==> config.mk <==
export PLATFORM = sky130hd
export DESIGN_NAME = sram_cycle_ctrl
export DESIGN_NICKNAME = d
export VERILOG_FILES = /design/src/rtl/sram_ctrl_pkg.sv /design/src/rtl/sram_ctrl_fsm.sv /design/src/rtl/sram_ctrl_datapath.sv /design/src/rtl/sram_cycle_ctrl.sv
export SDC_FILE = /design/constraint.sdc
export NUM_CORES = 1
export LEC_CHECK = 0
export BUFFER_PORTS_ARGS = -buffer_cell sky130_fd_sc_hd__buf_2
export CAP_MARGIN = 15
export CORE_MARGIN = 2
export CORE_UTILIZATION = 47
export DETAILED_ROUTE_END_ITERATION = 8
export PLACE_DENSITY = 0.8
export SLEW_MARGIN = 10
export SYNTH_ARGS = -nofsm -noshare
export SYNTH_HDL_FRONTEND = slang
export SYNTH_SLANG_ARGS = --single-unit
==> constraint.sdc <==
create_clock -name clk -period 3.6 [get_ports clk]
set_clock_uncertainty 0.1 [all_clocks]
set_input_delay 0.36 -clock clk [delete_from_list [all_inputs] [get_ports clk]]
set_output_delay 0.36 -clock clk [all_outputs]
set_load 0.005 [all_outputs]
==> src/rtl/sram_ctrl_pkg.sv <==
package sram_ctrl_pkg;

  typedef enum logic [2:0] {
    ST_IDLE,
    ST_RD_ACCESS,
    ST_RD_CAPTURE,
    ST_WR_SETUP,
    ST_WR_PULSE,
    ST_TURNAROUND
  } ctrlState_t;

  // Strobes from control to datapath. The pin-level fields describe the
  // next cycle; load, capture and finish describe the current cycle.
  typedef struct packed {
    logic load;
    logic ceAct;
    logic weAct;
    logic oeAct;
    logic drive;
    logic capture;
    logic finish;
  } ctrlStrobes_t;

endpackage

==> src/rtl/sram_ctrl_fsm.sv <==
module sram_ctrl_fsm
  import sram_ctrl_pkg::*;
#(
  parameter int ACCESS_CYC = 4,
  parameter int SETUP_CYC  = 2,
  parameter int PULSE_CYC  = 3,
  parameter int TURN_CYC   = 2
) (
  input  logic         clk,
  input  logic         rstN,
  input  logic         reqValid,
  input  logic         reqWrite,
  output logic         busy,
  output ctrlStrobes_t strobes
);

  localparam int MAX_A = (ACCESS_CYC > SETUP_CYC) ? ACCESS_CYC : SETUP_CYC;
  localparam int MAX_B = (PULSE_CYC > TURN_CYC) ? PULSE_CYC : TURN_CYC;
  localparam int MAX_C = (MAX_A > MAX_B) ? MAX_A : MAX_B;
  localparam int CNT_W = $clog2(MAX_C + 1);

  ctrlState_t state, nextState;
  logic [CNT_W-1:0] phaseCnt;
  logic [CNT_W-1:0] phaseLen;
  logic lastCyc;

  always_comb begin
    case (state)
      ST_RD_ACCESS:  phaseLen = CNT_W'(ACCESS_CYC);
      ST_WR_SETUP:   phaseLen = CNT_W'(SETUP_CYC);
      ST_WR_PULSE:   phaseLen = CNT_W'(PULSE_CYC);
      ST_TURNAROUND: phaseLen = CNT_W'(TURN_CYC);
      default:       phaseLen = CNT_W'(1);
    endcase
  end

  assign lastCyc = (phaseCnt == phaseLen - CNT_W'(1));

  always_comb begin
    nextState = state;
    case (state)
      ST_IDLE:       if (reqValid) nextState = reqWrite ? ST_WR_SETUP : ST_RD_ACCESS;
      ST_RD_ACCESS:  if (lastCyc) nextState = ST_RD_CAPTURE;
      ST_RD_CAPTURE: nextState = ST_TURNAROUND;
      ST_WR_SETUP:   if (lastCyc) nextState = ST_WR_PULSE;
      ST_WR_PULSE:   if (lastCyc) nextState = ST_IDLE;
      ST_TURNAROUND: if (lastCyc) nextState = ST_IDLE;
      default:       nextState = ST_IDLE;
    endcase
  end

  always_ff @(posedge clk or negedge rstN) begin
    if (!rstN) begin
      state    <= ST_IDLE;
      phaseCnt <= '0;
    end else begin
      state <= nextState;
      if (nextState != state || state == ST_IDLE) phaseCnt <= '0;
      else phaseCnt <= phaseCnt + CNT_W'(1);
    end
  end

  always_comb begin
    strobes.load    = (state == ST_IDLE) && reqValid;
    strobes.ceAct   = (nextState != ST_IDLE) && (nextState != ST_TURNAROUND);
    strobes.weAct   = (nextState == ST_WR_PULSE);
    strobes.oeAct   = (nextState == ST_RD_ACCESS) || (nextState == ST_RD_CAPTURE);
    strobes.drive   = (nextState == ST_WR_SETUP) || (nextState == ST_WR_PULSE);
    strobes.capture = (state == ST_RD_CAPTURE);
    strobes.finish  = (state == ST_WR_PULSE) && lastCyc;
  end

  assign busy = (state != ST_IDLE);

  AST_BUSY_AFTER_ACCEPT: assert property (@(posedge clk) disable iff (!rstN)
    (reqValid && !busy) |=> busy);

  AST_CAPTURE_FOLLOWS_ACCESS: assert property (@(posedge clk) disable iff (!rstN)
    strobes.capture |-> $past(state) == ST_RD_ACCESS);

endmodule

==> src/rtl/sram_ctrl_datapath.sv <==
module sram_ctrl_datapath
  import sram_ctrl_pkg::*;
#(
  parameter int ADDR_W    = 17,
  parameter int DATA_W    = 32,
  parameter int LANES     = 4,
  parameter int PULSE_CYC = 3,
  parameter int TURN_CYC  = 2
) (
  input  logic              clk,
  input  logic              rstN,
  input  ctrlStrobes_t      strobes,
  input  logic [ADDR_W-1:0] reqAddr,
  input  logic [DATA_W-1:0] reqWdata,
  input  logic [LANES-1:0]  reqMask,
  input  logic [DATA_W-1:0] ramDin,
  output logic [ADDR_W-1:0] ramAddr,
  output logic [LANES-1:0]  ramCeN,
  output logic              ramWeN,
  output logic              ramOeN,
  output logic [DATA_W-1:0] ramDout,
  output logic              ramDriveEn,
  output logic [DATA_W-1:0] rspData,
  output logic              rspDone
);

  localparam int LANE_W = DATA_W / LANES;
  localparam int TURN_W = $clog2(TURN_CYC + 1);
  localparam int PW_W   = $clog2(PULSE_CYC + 2);

  logic [LANES-1:0]  maskReg;
  logic [LANES-1:0]  maskNext;
  logic [DATA_W-1:0] laneMasked;

  assign maskNext = strobes.load ? reqMask : maskReg;

  for (genvar i = 0; i < LANES; i++) begin : gLane
    assign laneMasked[i*LANE_W +: LANE_W] =
      maskReg[i] ? ramDin[i*LANE_W +: LANE_W] : '0;
  end

  always_ff @(posedge clk or negedge rstN) begin
    if (!rstN) begin
      maskReg    <= '0;
      ramAddr    <= '0;
      ramDout    <= '0;
      ramCeN     <= '1;
      ramWeN     <= 1'b1;
      ramOeN     <= 1'b1;
      ramDriveEn <= 1'b0;
      rspData    <= '0;
      rspDone    <= 1'b0;
    end else begin
      if (strobes.load) begin
        maskReg <= reqMask;
        ramAddr <= reqAddr;
        ramDout <= reqWdata;
      end
      ramCeN     <= strobes.ceAct ? ~maskNext : '1;
      ramWeN     <= ~strobes.weAct;
      ramOeN     <= ~strobes.oeAct;
      ramDriveEn <= strobes.drive;
      if (strobes.capture) rspData <= laneMasked;
      rspDone    <= strobes.capture | strobes.finish;
    end
  end

  // Pin-timing observers used only by the assertions below
  logic [TURN_W-1:0] oeHighCnt;
  logic [PW_W-1:0]   weLowCnt;

  always_ff @(posedge clk or negedge rstN) begin
    if (!rstN) begin
      oeHighCnt <= TURN_W'(TURN_CYC);
      weLowCnt  <= '0;
    end else begin
      if (!ramOeN) oeHighCnt <= '0;
      else if (oeHighCnt != TURN_W'(TURN_CYC)) oeHighCnt <= oeHighCnt + TURN_W'(1);
      if (ramWeN) weLowCnt <= '0;
      else if (weLowCnt != PW_W'(PULSE_CYC + 1)) weLowCnt <= weLowCnt + PW_W'(1);
    end
  end

  AST_NO_BUS_FIGHT: assert property (@(posedge clk) disable iff (!rstN)
    !(ramDriveEn && !ramOeN));

  AST_TURNAROUND_GAP: assert property (@(posedge clk) disable iff (!rstN)
    $rose(ramDriveEn) |-> oeHighCnt == TURN_W'(TURN_CYC));

  AST_WE_WIDTH: assert property (@(posedge clk) disable iff (!rstN)
    $rose(ramWeN) |-> weLowCnt == PW_W'(PULSE_CYC));

  AST_OE_OFF_IN_WRITE: assert property (@(posedge clk) disable iff (!rstN)
    !ramWeN |-> (ramOeN && ramDriveEn));

  AST_WDATA_STABLE: assert property (@(posedge clk) disable iff (!rstN)
    (!ramWeN && !$past(ramWeN)) |-> $stable(ramDout));

  AST_DONE_PULSE: assert property (@(posedge clk) disable iff (!rstN)
    rspDone |=> !rspDone);

  AST_CE_IN_MASK: assert property (@(posedge clk) disable iff (!rstN)
    (~ramCeN & ~maskReg) == '0);

endmodule

==> src/rtl/sram_cycle_ctrl.sv <==
module sram_cycle_ctrl
  import sram_ctrl_pkg::*;
#(
  parameter int ADDR_W     = 17,
  parameter int DATA_W     = 32,
  parameter int ACCESS_CYC = 4,
  parameter int SETUP_CYC  = 2,
  parameter int PULSE_CYC  = 3,
  parameter int TURN_CYC   = 2,
  localparam int LANES     = DATA_W / 8
) (
  input  logic              clk,
  input  logic              rstN,
  input  logic              reqValid,
  input  logic              reqWrite,
  input  logic [ADDR_W-1:0] reqAddr,
  input  logic [DATA_W-1:0] reqWdata,
  input  logic [LANES-1:0]  reqMask,
  output logic              busy,
  output logic              rspDone,
  output logic [DATA_W-1:0] rspData,
  output logic [ADDR_W-1:0] ramAddr,
  output logic [LANES-1:0]  ramCeN,
  output logic              ramWeN,
  output logic              ramOeN,
  output logic [DATA_W-1:0] ramDout,
  output logic              ramDriveEn,
  input  logic [DATA_W-1:0] ramDin
);

  ctrlStrobes_t strobes;

  sram_ctrl_fsm #(
    .ACCESS_CYC(ACCESS_CYC), .SETUP_CYC(SETUP_CYC),
    .PULSE_CYC(PULSE_CYC),   .TURN_CYC(TURN_CYC)
  ) uFsm (
    .clk(clk), .rstN(rstN), .reqValid(reqValid), .reqWrite(reqWrite),
    .busy(busy), .strobes(strobes)
  );

  sram_ctrl_datapath #(
    .ADDR_W(ADDR_W), .DATA_W(DATA_W), .LANES(LANES),
    .PULSE_CYC(PULSE_CYC), .TURN_CYC(TURN_CYC)
  ) uDp (
    .clk(clk), .rstN(rstN), .strobes(strobes),
    .reqAddr(reqAddr), .reqWdata(reqWdata), .reqMask(reqMask),
    .ramDin(ramDin), .ramAddr(ramAddr), .ramCeN(ramCeN),
    .ramWeN(ramWeN), .ramOeN(ramOeN), .ramDout(ramDout),
    .ramDriveEn(ramDriveEn), .rspData(rspData), .rspDone(rspDone)
  );

endmodule

After elaboration in Yosys (flattened, before gate mapping)
Cells that the tools add are included.
{"block": "classes", "addsub": 2, "n_eq_ne": 12, "n_mux": 14, "bitwise_logic": 4, "reduce_logical": 11}
{"operator": "$mux 8", "count": 4}
{"operator": "$mux 3", "count": 5}
{"operator": "$pmux 3 s5", "count": 1}
{"operator": "$eq 3x2->1 const B", "count": 4}
{"operator": "$eq 3x3->1 const B", "count": 3}
{"operator": "$pmux 3 s3", "count": 1}
{"operator": "$mux 4", "count": 2}
{"operator": "$eq 3x1->1 const B", "count": 2}
{"operator": "$reduce_bool 3->1", "count": 2}
{"operator": "$not 4->4", "count": 1}
{"operator": "$reduce_or 2->1", "count": 2}
{"operator": "$add 3x1->3 const B", "count": 1}
{"operator": "$eq 3x3->1", "count": 1}
{"operator": "$logic_and 1x1->1", "count": 3}
{"operator": "$logic_not 3->1", "count": 1}
{"operator": "$logic_or 1x1->1", "count": 3}
{"operator": "$ne 3x3->1", "count": 1}
{"operator": "$ne 3x3->1 const B", "count": 1}
{"operator": "$sub 3x1->3 const B", "count": 1}
{"operator": "$mux 2", "count": 1}
{"operator": "$not 1->1", "count": 2}
{"operator": "$or 1x1->1", "count": 1}
{"block": "totals", "regBits": 99, "output_inout_bits": 90, "elab_cells": 54}

Longest topological paths before layout
Gate-level depths: netlist of the first run.
{"block": "depth", "word_depth": 10, "depth_mapped": 11}

Hierarchy
A second synthesis of the first run with hierarchy kept.
{"block": "hier_totals", "cells_unflattened": 331, "area_unflattened_um2": 4050.1}
{"mod": "sram_ctrl_datapath", "n_inst": 1, "cells_per_inst": 266, "area_each_um2": 3517.1}
{"mod": "sram_ctrl_fsm", "n_inst": 1, "cells_per_inst": 65, "area_each_um2": 533.0}

Worst setup path after synthesis of the first run
OpenSTA, ideal clock, no wires.
{"block": "synth_path", "path_kind": "register -> register", "from": "register uFsm.state[0]", "to": "register uDp.ramCeN[0]", "setup_ns": 0.091, "arrival_time_ns": 2.376, "required_ns": 3.409, "slack_ns": 1.033, "path_stages_with_launch": 12, "n_path_buf": 2, "period_less_slack_ns": 2.567, "path_cell_list": "dfrtp_1 buf_2 nand2b_1 nor2_1 a21oi_1 ha_1 xnor2_1 nand3_1 and4b_1 or3b_1 buf_2 o31ai_1"}
{"block": "synth_between", "elab_chain_len": 10}
{"item": "start, declared", "line_no": "sram_ctrl_fsm.sv:22", "source": "ctrlState_t state, nextState;"}
{"item": "start signal, assigned", "line_no": "sram_ctrl_fsm.sv:57", "source": "state <= nextState;"}
{"item": "$eq 3x2->1 / $eq 3x3->1 (equally long branches)", "line_no": "sram_ctrl_fsm.sv:28, sram_ctrl_fsm.sv:41"}
{"item": "$reduce_or 2->1 (no source line)"}
{"item": "$pmux 3 s3", "line_no": "sram_ctrl_fsm.sv:28", "source": "case (state)"}
{"item": "$sub 3x1->3", "line_no": "sram_ctrl_fsm.sv:37", "source": "assign lastCyc = (phaseCnt == phaseLen - CNT_W'(1));"}
{"item": "$eq 3x3->1", "line_no": "sram_ctrl_fsm.sv:37"}
{"item": "$mux 3, on equally long branches"}
{"item": "$pmux 3 s5 (*)", "line_no": "sram_ctrl_fsm.sv:41", "source": "case (state)"}
{"item": "net uFsm.nextState[1]", "line_no": "sram_ctrl_fsm.sv:22"}
{"item": "$ne 3x3->1 / $reduce_bool 3->1 (equally long branches)", "line_no": "sram_ctrl_fsm.sv:65", "source": "strobes.ceAct = (nextState != ST_IDLE) && (nextState != ST_TURNAROUND);"}
{"item": "$logic_and 1x1->1 (*)", "line_no": "sram_ctrl_fsm.sv:65"}
{"item": "$mux 4 (*)", "line_no": "sram_ctrl_datapath.sv:59", "source": "ramCeN <= strobes.ceAct ? ~maskNext : '1;"}
{"item": "end signal, assigned", "line_no": "sram_ctrl_datapath.sv:59"}
{"item": "end, declared", "line_no": "sram_ctrl_datapath.sv:18", "source": "output logic [LANES-1:0] ramCeN,"}
The timed path passes the listed nets; every way through them passes the cells marked *.
A chain may end at the register's enable or synchronous reset.

Worst setup path after layout of the first run
{"block": "layout_path", "from": "register uFsm.state[1]", "to": "register uDp.ramCeN[3]"}
{"block": "layout_between", "elab_chain_len": 10}
{"item": "$eq 3x2->1 / $eq 3x3->1 (equally long branches)", "line_no": "sram_ctrl_fsm.sv:28, sram_ctrl_fsm.sv:41"}
{"item": "$reduce_or 2->1 (no source line)"}
{"item": "$pmux 3 s3", "line_no": "sram_ctrl_fsm.sv:28"}
{"item": "$sub 3x1->3", "line_no": "sram_ctrl_fsm.sv:37"}
{"item": "$eq 3x3->1", "line_no": "sram_ctrl_fsm.sv:37"}
{"item": "$mux 3, on equally long branches"}
{"item": "$pmux 3 s5", "line_no": "sram_ctrl_fsm.sv:41"}
{"item": "$ne 3x3->1 / $reduce_bool 3->1 (equally long branches)", "line_no": "sram_ctrl_fsm.sv:65"}
{"item": "$logic_and 1x1->1", "line_no": "sram_ctrl_fsm.sv:65"}
{"item": "$mux 4 (*)", "line_no": "sram_ctrl_datapath.sv:59"}
Mark *: on every way between the ends. The rest lies on a longest branch, timed or not.

==> flow_metrics.py, run 1 <==
metrics = {
    "pwr": {
        "pwr-share-clk_pct": 14.1,
        "peakVddDrop_mv": 0.388,
        "powerDensity_mw_per_mm2": 848,
        "p_int_mw": 2.80,
        "p_leak_nw": 2.61,
        "pwr-share-comb_pct": 41.1,
        "p_sw_share_pct": 36.2,
        "pwr-share-seq_pct": 44.8,
        "p_sw_mw": 1.58,
        "power_mw": 4.38,
    },
    "placed_design": {
        "dp_hpwl_mm": 6.79,
        "io_buffers": 178,
        "place_area_mm2": 0.00498,
        "place.gp.congestion": 0.889,
        "dp_cells": 602,
    },
    "cts": {
        "path_clk_slew_ps": 100,
        "cts_buffers": 9,
        "cts_tree": "yes",
        "cts_buffer_depth": 2,
        "holdBufCountCts": 1,
        "clock_sinks": 99,
        "clk_latency_ps": 350,
        "cts_resized": 0,
        "post_cts_buffers": 0,
        "cts_root_buf": "clkbuf_8",
        "htreeDepth": 3,
    },
    "synth": {
        "netlist.area_leader.share_pct": 58.3,
        "syn_area_per_cell_um2": 12.0,
        "netlist_instances": 333,
        "ys_seq_elements": 99,
        "yosysUniqueCellTypes": 38,
        "seq_area_frac_synth_pct": 62.2,
        "synthTopCellsByArea": "dfrtp_1 58%, mux2_2 15%, nand2_1 6.6%, o21ai_0 4.4%, dfstp_2 3.9%",
        "synth_nets": 424,
        "synth_top_cell_by_area": "dfrtp_1",
        "ys.warnings.count": 0,
        "syn_area_mm2": 0.00399,
    },
    "worst_setup_path": {
        "start_kind": "register",
        "r2r_cells": 9,
        "r2r-end": "uDp.ramCeN[3]$_DFF_PN1_",
        "critPathCapture": "uDp.ramCeN[3]$_DFF_PN1_",
        "required_ps": 3760,
        "startpoint": "uFsm.state[1]$_DFF_PN0_",
        "crit_fanout": 13,
        "r2r_start": "uFsm.state[1]$_DFF_PN0_",
        "crit_arrival_ps": 3300,
        "setup.reg_to_reg.worst_slack_ps": 460,
        "worstSetupEndpointType": "register",
        "worstSetupPathType": "register to register",
    },
    "routing": {
        "wl_per_cell_um": 14.4,
        "drt_first_pass_iters": 4,
        "drcViolationCount": 0,
        "ant_nets": 0,
        "routed_wl_mm": 8.91,
        "vias_per_cell": 5.04,
        "drtIter0Drc": 156,
        "vias": 3119,
    },
    "global_route": {
        "grt_remaining_overflow": 0,
        "antenna_found_initial": 0,
        "grt_pass1_vias": 2972,
        "groute.usage.overall_pct": 19.7,
        "grt_max_degree": 47,
        "grt_util_met3_pct": 5.40,
        "gr-usage-met2_pct": 33.3,
        "gr-usage-met1_pct": 24.8,
        "busiest_layer": "met2",
        "grt_pass1_wl_mm": 14.0,
    },
    "finish": {
        "multiInputGateArea_mm2": 0.00143,
        "final_cell_area_mm2": 0.00516,
        "register_area_mm2": 0.00248,
        "layout.nets": 600,
        "area_growth_pct": 29.3,
        "diodes": 0,
        "final_cells": 619,
        "drive_gt1_share_pct": 50.6,
        "fillCellCount": 696,
    },
    "timing": {
        "setup_viol": 0,
        "period_needed_ps": 3140,
        "max_freq_ghz": 0.319,
        "fin_tns_setup_ps": 0,
        "worstMarginPinSlew_ps": 1010,
        "slew_headroom_pct": 32.7,
        "slew_violations": 0,
        "hold_viol_final": 0,
        "finalCritPeriodShare_pct": 87.1,
        "grt_setup_unrepaired": "no",
    },
    "worst_hold_path": {
        "hold_class": "input port to register",
        "hold_depth": 2,
    },
    "outcome": {
        "status": "finished clean",
    },
    "die": {
        "placement_rows": 33,
        "ios": 179,
        "initial_utilization_pct": 48.6,
        "die_x_um": 96.2,
        "die_area_mm2": 0.00925,
        "core_mm2": 0.00822,
        "die-height_um": 96.2,
    },
    "run": {
        "cap_violations": 0,
    },
}
-- through the flow --
step	setup WS [ps]	utilization, %	hold slack, ps
after floorplan	1030	-	-35.6
after global placement	831	60.7	288
after detailed placement	617	60.7	297
after CTS	567	62.8	116
after global routing	226	62.8	109
final	464	62.8	134
-- state kept, by name, summed over array words and instances (netlist names) --
register / flops
uDp.maskReg: 4
uDp.ramAddr: 17
uDp.ramCeN: 4
uDp.ramDout: 32
uDp.ramDriveEn: 1
uDp.ramOeN: 1
uDp.ramWeN: 1
uDp.rspData: 32
uDp.rspDone: 1
uFsm.phaseCnt: 3
uFsm.state: 3
-- cell families (layout without fill, tap and decap cells) --
kind of cell,after synthesis,in the layout,synth area share (%)
compound gates,60,60,8.87
xor+xnor,4,4,0.877
fa+ha+maj,2,2,0.626
buf+inv,21,202,2.22
flops,99,99,62.2
mux,53,53,14.9
simple gates,94,94,10.2
-- placed cells by master, fill, tap and decap left out, types with 2 or more instances in the layout --
| cell | n |
|---|---|
| a21boi_1 | 2 |
| a21oi_1 | 6 |
| a221o_1 | 2 |
| buf_2 | 177 |
| buf_4 | 6 |
| clkbuf_8 | 9 |
| clkinv_2 | 2 |
| clkinvlp_4 | 3 |
| dfrtp_1 | 93 |
| dfstp_2 | 6 |
| ha_1 | 2 |
| inv_1 | 2 |
| mux2_2 | 53 |
| nand2_1 | 70 |
| nand2b_1 | 3 |
| nand4bb_1 | 2 |
| nor2_1 | 10 |
| nor3_1 | 2 |
| o21ai_0 | 35 |
| o31ai_1 | 4 |
| xnor2_1 | 2 |
| xor2_1 | 2 |
-- Yosys cell counts (all sizes together) --
library cell,n
dfrtp,93
nand2,70
mux2,53
o21ai,37
buf,12
nor2,10
clkbuf,7
a21oi,6
dfstp,6
o31ai,4
nand2b,3
a21boi,2
a221o,2
ha,2
inv,2
nand4bb,2
nor3,2
xnor2,2
xor2,2
a21o,1
a221oi,1
a2bb2oi,1
a31o,1
a31oi,1
a41oi,1
and2,1
and3,1
and4b,1
nand3,1
nor2b,1
nor4b,1
o21a,1
o21bai,1
o22ai,1
or3b,1
-- worst max-delay path, cell delays in order (launching register included) --
cell and delay [ps]:
dfrtp_1 640, inv_1 240, nor2_1 220, a21oi_1 70, ha_1 320, xor2_1 180
a221oi_1 590, o21ai_0 230, a21oi_1 330, o31ai_1 120
-- power by group through the flow --
stage	Clock, mW	Sequential (mW)	Combinational, mW
6_report	0.619	1.96	1.80
5_1_grt	0.699	2.04	2.01
4_1_cts	0.643	1.97	1.81
3_5_place_dp	0	1.99	1.81
3_3_place_gp	0	1.95	1.71
2_1_floorplan	0	1.93	1.09
-- layer usage --
layer / part of all wire [%] / routed length [um]
met1: 41 / 3640
met2: 50 / 4490
met3: 7.6 / 677
met4: 1.2 / 106
met5: 0 / 0
-- area by class of cell --
| type | count | area share [%] |
|---|---|---|
| well taps | 105 | 2.54 |
| repair buffers | 184 | 18.2 |
| multi-input cells | 213 | 27.7 |
| clock buffers | 10 | 2.47 |
| inverters | 2 | 0.145 |
| clock inverters | 6 | 0.800 |
| flip-flops and latches | 99 | 48.1 |
-- worst min-delay path by stage --
stage                                   to  slack (ps)        start
2_1_floorplan     uDp.maskReg[0]$_DFF_PN0_         -40         rstN
3_3_place_gp   uDp.ramDout[17]$_DFFE_PN0P_         290         rstN
3_5_place_dp       uFsm.state[0]$_DFF_PN0_         300         rstN
4_1_cts        uDp.ramAddr[12]$_DFFE_PN0P_         120  reqAddr[12]
5_1_grt        uDp.ramAddr[16]$_DFFE_PN0P_         110  reqAddr[16]
6_report        uDp.ramAddr[5]$_DFFE_PN0P_         130   reqAddr[5]
Power figures use the tool's default switching activity.
==> run 2: changes to the inputs <==
CORE_MARGIN = default   (was 2)
SLEW_MARGIN = 20   (was 10)
==> run 2 against run 1 <==
Net effect:
- worst hold slack lost 120 ps
- total power grew 3.5%
- maximum frequency grew 2.6%
- sequential cell count is the same
- setup slack gained 78 ps
- critical path type unchanged
- highest routed layer unchanged
- critical path depth is the same
- sequential power is essentially flat
- cell area grew 1.1%
- cell count is the same
- register-to-register slack gained 80 ps
- via count shrank 1.5%
- count of clock-buffer cells in the layout grew 1
==> flow_metrics.py, run 2 (synthesis gave the netlist of run 1 again) <==
metrics = {
    "routing": {
        "drcViolationCount": 0,
        "routed_wl_mm": 8.75,
        "drt_first_pass_iters": 4,
        "wl_per_cell_um": 14.1,
        "vias_per_cell": 4.96,
        "drtIter0Drc": 121,
        "ant_nets": 0,
        "vias": 3072,
    },
    "cts": {
        "clk_latency_ps": 340,
        "clock_sinks": 99,
        "cts_buffers": 9,
        "cts_root_buf": "clkbuf_8",
        "post_cts_buffers": 0,
        "path_clk_slew_ps": 100,
        "holdBufCountCts": 0,
        "htreeDepth": 3,
        "cts_buffer_depth": 2,
        "cts_resized": 0,
        "cts_tree": "yes",
    },
    "global_route": {
        "antenna_found_initial": 0,
        "busiest_layer": "met2",
        "grt_pass1_vias": 3021,
        "grt_remaining_overflow": 0,
        "grt_pass1_wl_mm": 13.9,
        "gr-usage-met2_pct": 34.4,
        "grt_max_degree": 73,
        "groute.usage.overall_pct": 20.3,
        "grt_util_met3_pct": 5.83,
        "gr-usage-met1_pct": 24.2,
    },
    "die": {
        "initial_utilization_pct": 48.6,
        "placement_rows": 33,
        "ios": 179,
        "core_mm2": 0.00822,
        "die_area_mm2": 0.00887,
        "die_x_um": 94.2,
        "die-height_um": 94.2,
    },
    "pwr": {
        "powerDensity_mw_per_mm2": 868,
        "p_int_mw": 2.96,
        "peakVddDrop_mv": 0.330,
        "p_sw_share_pct": 34.7,
        "pwr-share-seq_pct": 43.2,
        "pwr-share-comb_pct": 39.5,
        "p_sw_mw": 1.57,
        "pwr-share-clk_pct": 17.3,
        "p_leak_nw": 2.65,
    },
    "placed_design": {
        "io_buffers": 178,
        "place.gp.congestion": 1.00,
        "place_area_mm2": 0.00499,
        "dp_hpwl_mm": 6.50,
        "dp_cells": 603,
    },
    "timing": {
        "setup_viol": 0,
        "hold_viol_final": 0,
        "max_freq_ghz": 0.327,
        "slew_violations": 0,
        "worstMarginPinSlew_ps": 878,
        "slew_headroom_pct": 41.4,
        "grt_setup_unrepaired": "no",
        "hold_ws_ps": 12.2,
        "finalCritPeriodShare_pct": 84.9,
        "period_needed_ps": 3060,
        "fin_tns_setup_ps": 0,
    },
    "finish": {
        "final_common_cell": "buf_2",
        "final_cells": 619,
        "fillCellCount": 662,
        "diodes": 0,
        "layout.nets": 600,
        "area_growth_pct": 30.6,
        "drive_gt1_share_pct": 51.0,
        "layout_common_cells": "177 x buf_2, 93 x dfrtp_1, 69 x nand2_1",
        "reg.largest.list": "uDp.ramDout: 32 flops, uDp.rspData: 32 flops, uDp.ramAddr: 17 flops",
        "final_cell_area_mm2": 0.00522,
    },
    "worst_setup_path": {
        "required_ps": 3750,
        "crit_fanout": 13,
        "setup.reg_to_reg.worst_slack_ps": 540,
        "r2r_cells": 9,
        "worstSetupPathType": "register to register",
        "start_kind": "register",
        "r2r_start": "uFsm.state[1]$_DFF_PN0_",
        "worstSetupEndpointType": "register",
        "r2r-end": "uDp.ramCeN[2]$_DFF_PN1_",
        "crit_arrival_ps": 3210,
    },
    "run": {
        "cap_violations": 0,
    },
    "worst_hold_path": {
        "hold_class": "input port to async pin",
    },
    "outcome": {
        "status": "finished clean",
    },
}
-- run 2: cell types whose count changed in the layout (fill, tap and decap cells not counted), sizes merged --
| cell | previous run | this run |
|---|---|---|
| clkinvlp | 3 | 0 |
| bufinv | 0 | 2 |
| buf | 183 | 184 |
| clkbuf | 10 | 11 |
| clkinv | 2 | 1 |
| dlygate4sd3 | 1 | 0 |
| inv | 3 | 4 |
-- run 2: final cells by class --
type                            instances  area, um^2  area share, %
Multi-Input combinational cell        213        1430           27.4
Clock inverter                          5        82.6           1.58
Sequential cell                        99        2480           47.6
Tap cell                              105         131           2.52
Inverter                                2        7.51          0.144
Clock buffer                           11         141           2.71
Timing Repair Buffer                  184         938           18.0
-- run 2: power groups by stage --
stage	combinational, mW	sequential, mW	clock (mW)
floorplan	1.09	1.93	0
global placement	1.70	1.95	0
detailed placement	1.80	1.98	0
CTS	1.80	1.96	0.809
global route	2.01	2.04	0.851
finish	1.79	1.96	0.784
-- run 2: worst max-delay path: stages (launching register included) --
cell	delay (ps)
dfrtp_1	630
inv_1	220
nor2_1	240
a21oi_1	80
ha_1	240
xnor2_1	270
nand3_1	210
and4b_1	250
or3b_1	440
o31ai_1	280
-- run 2: worst max path at each step --
stage                            start                       to  slack, ps  cells after the start
2_1_floorplan  uFsm.state[0]$_DFF_PN0_  uDp.ramCeN[0]$_DFF_PN1_       1030                     11
3_3_place_gp   uFsm.state[2]$_DFF_PN0_  uDp.ramCeN[3]$_DFF_PN1_        850                      9
3_5_place_dp   uFsm.state[1]$_DFF_PN0_  uDp.ramCeN[2]$_DFF_PN1_        640                      9
4_1_cts        uFsm.state[1]$_DFF_PN0_  uDp.ramCeN[2]$_DFF_PN1_        590                      9
5_1_grt        uFsm.state[1]$_DFF_PN0_  uDp.ramCeN[2]$_DFF_PN1_        330                      9
6_report       uFsm.state[1]$_DFF_PN0_  uDp.ramCeN[2]$_DFF_PN1_        540                      9
-- run 2: per-stage QoR --
step                      utilization, %  setup slack [ps]  total power, mW
after floorplan                        -              1030             3.02
after global placement              60.7               848             3.65
after detailed placement            60.7               642             3.78
after CTS                           63.5               585             4.57
after global routing                63.5               331             4.90
final                               63.5               543             4.53
-- run 2: metal layers --
metal  part of all wire [%]  vias to the layer above  wire, um
met1                     40                     1454      3540
met4                    1.7                        0       147
met5                      0                        -         0
met3                    6.4                       14       556
li1                       -                     1489         -
met2                     52                      115      4510
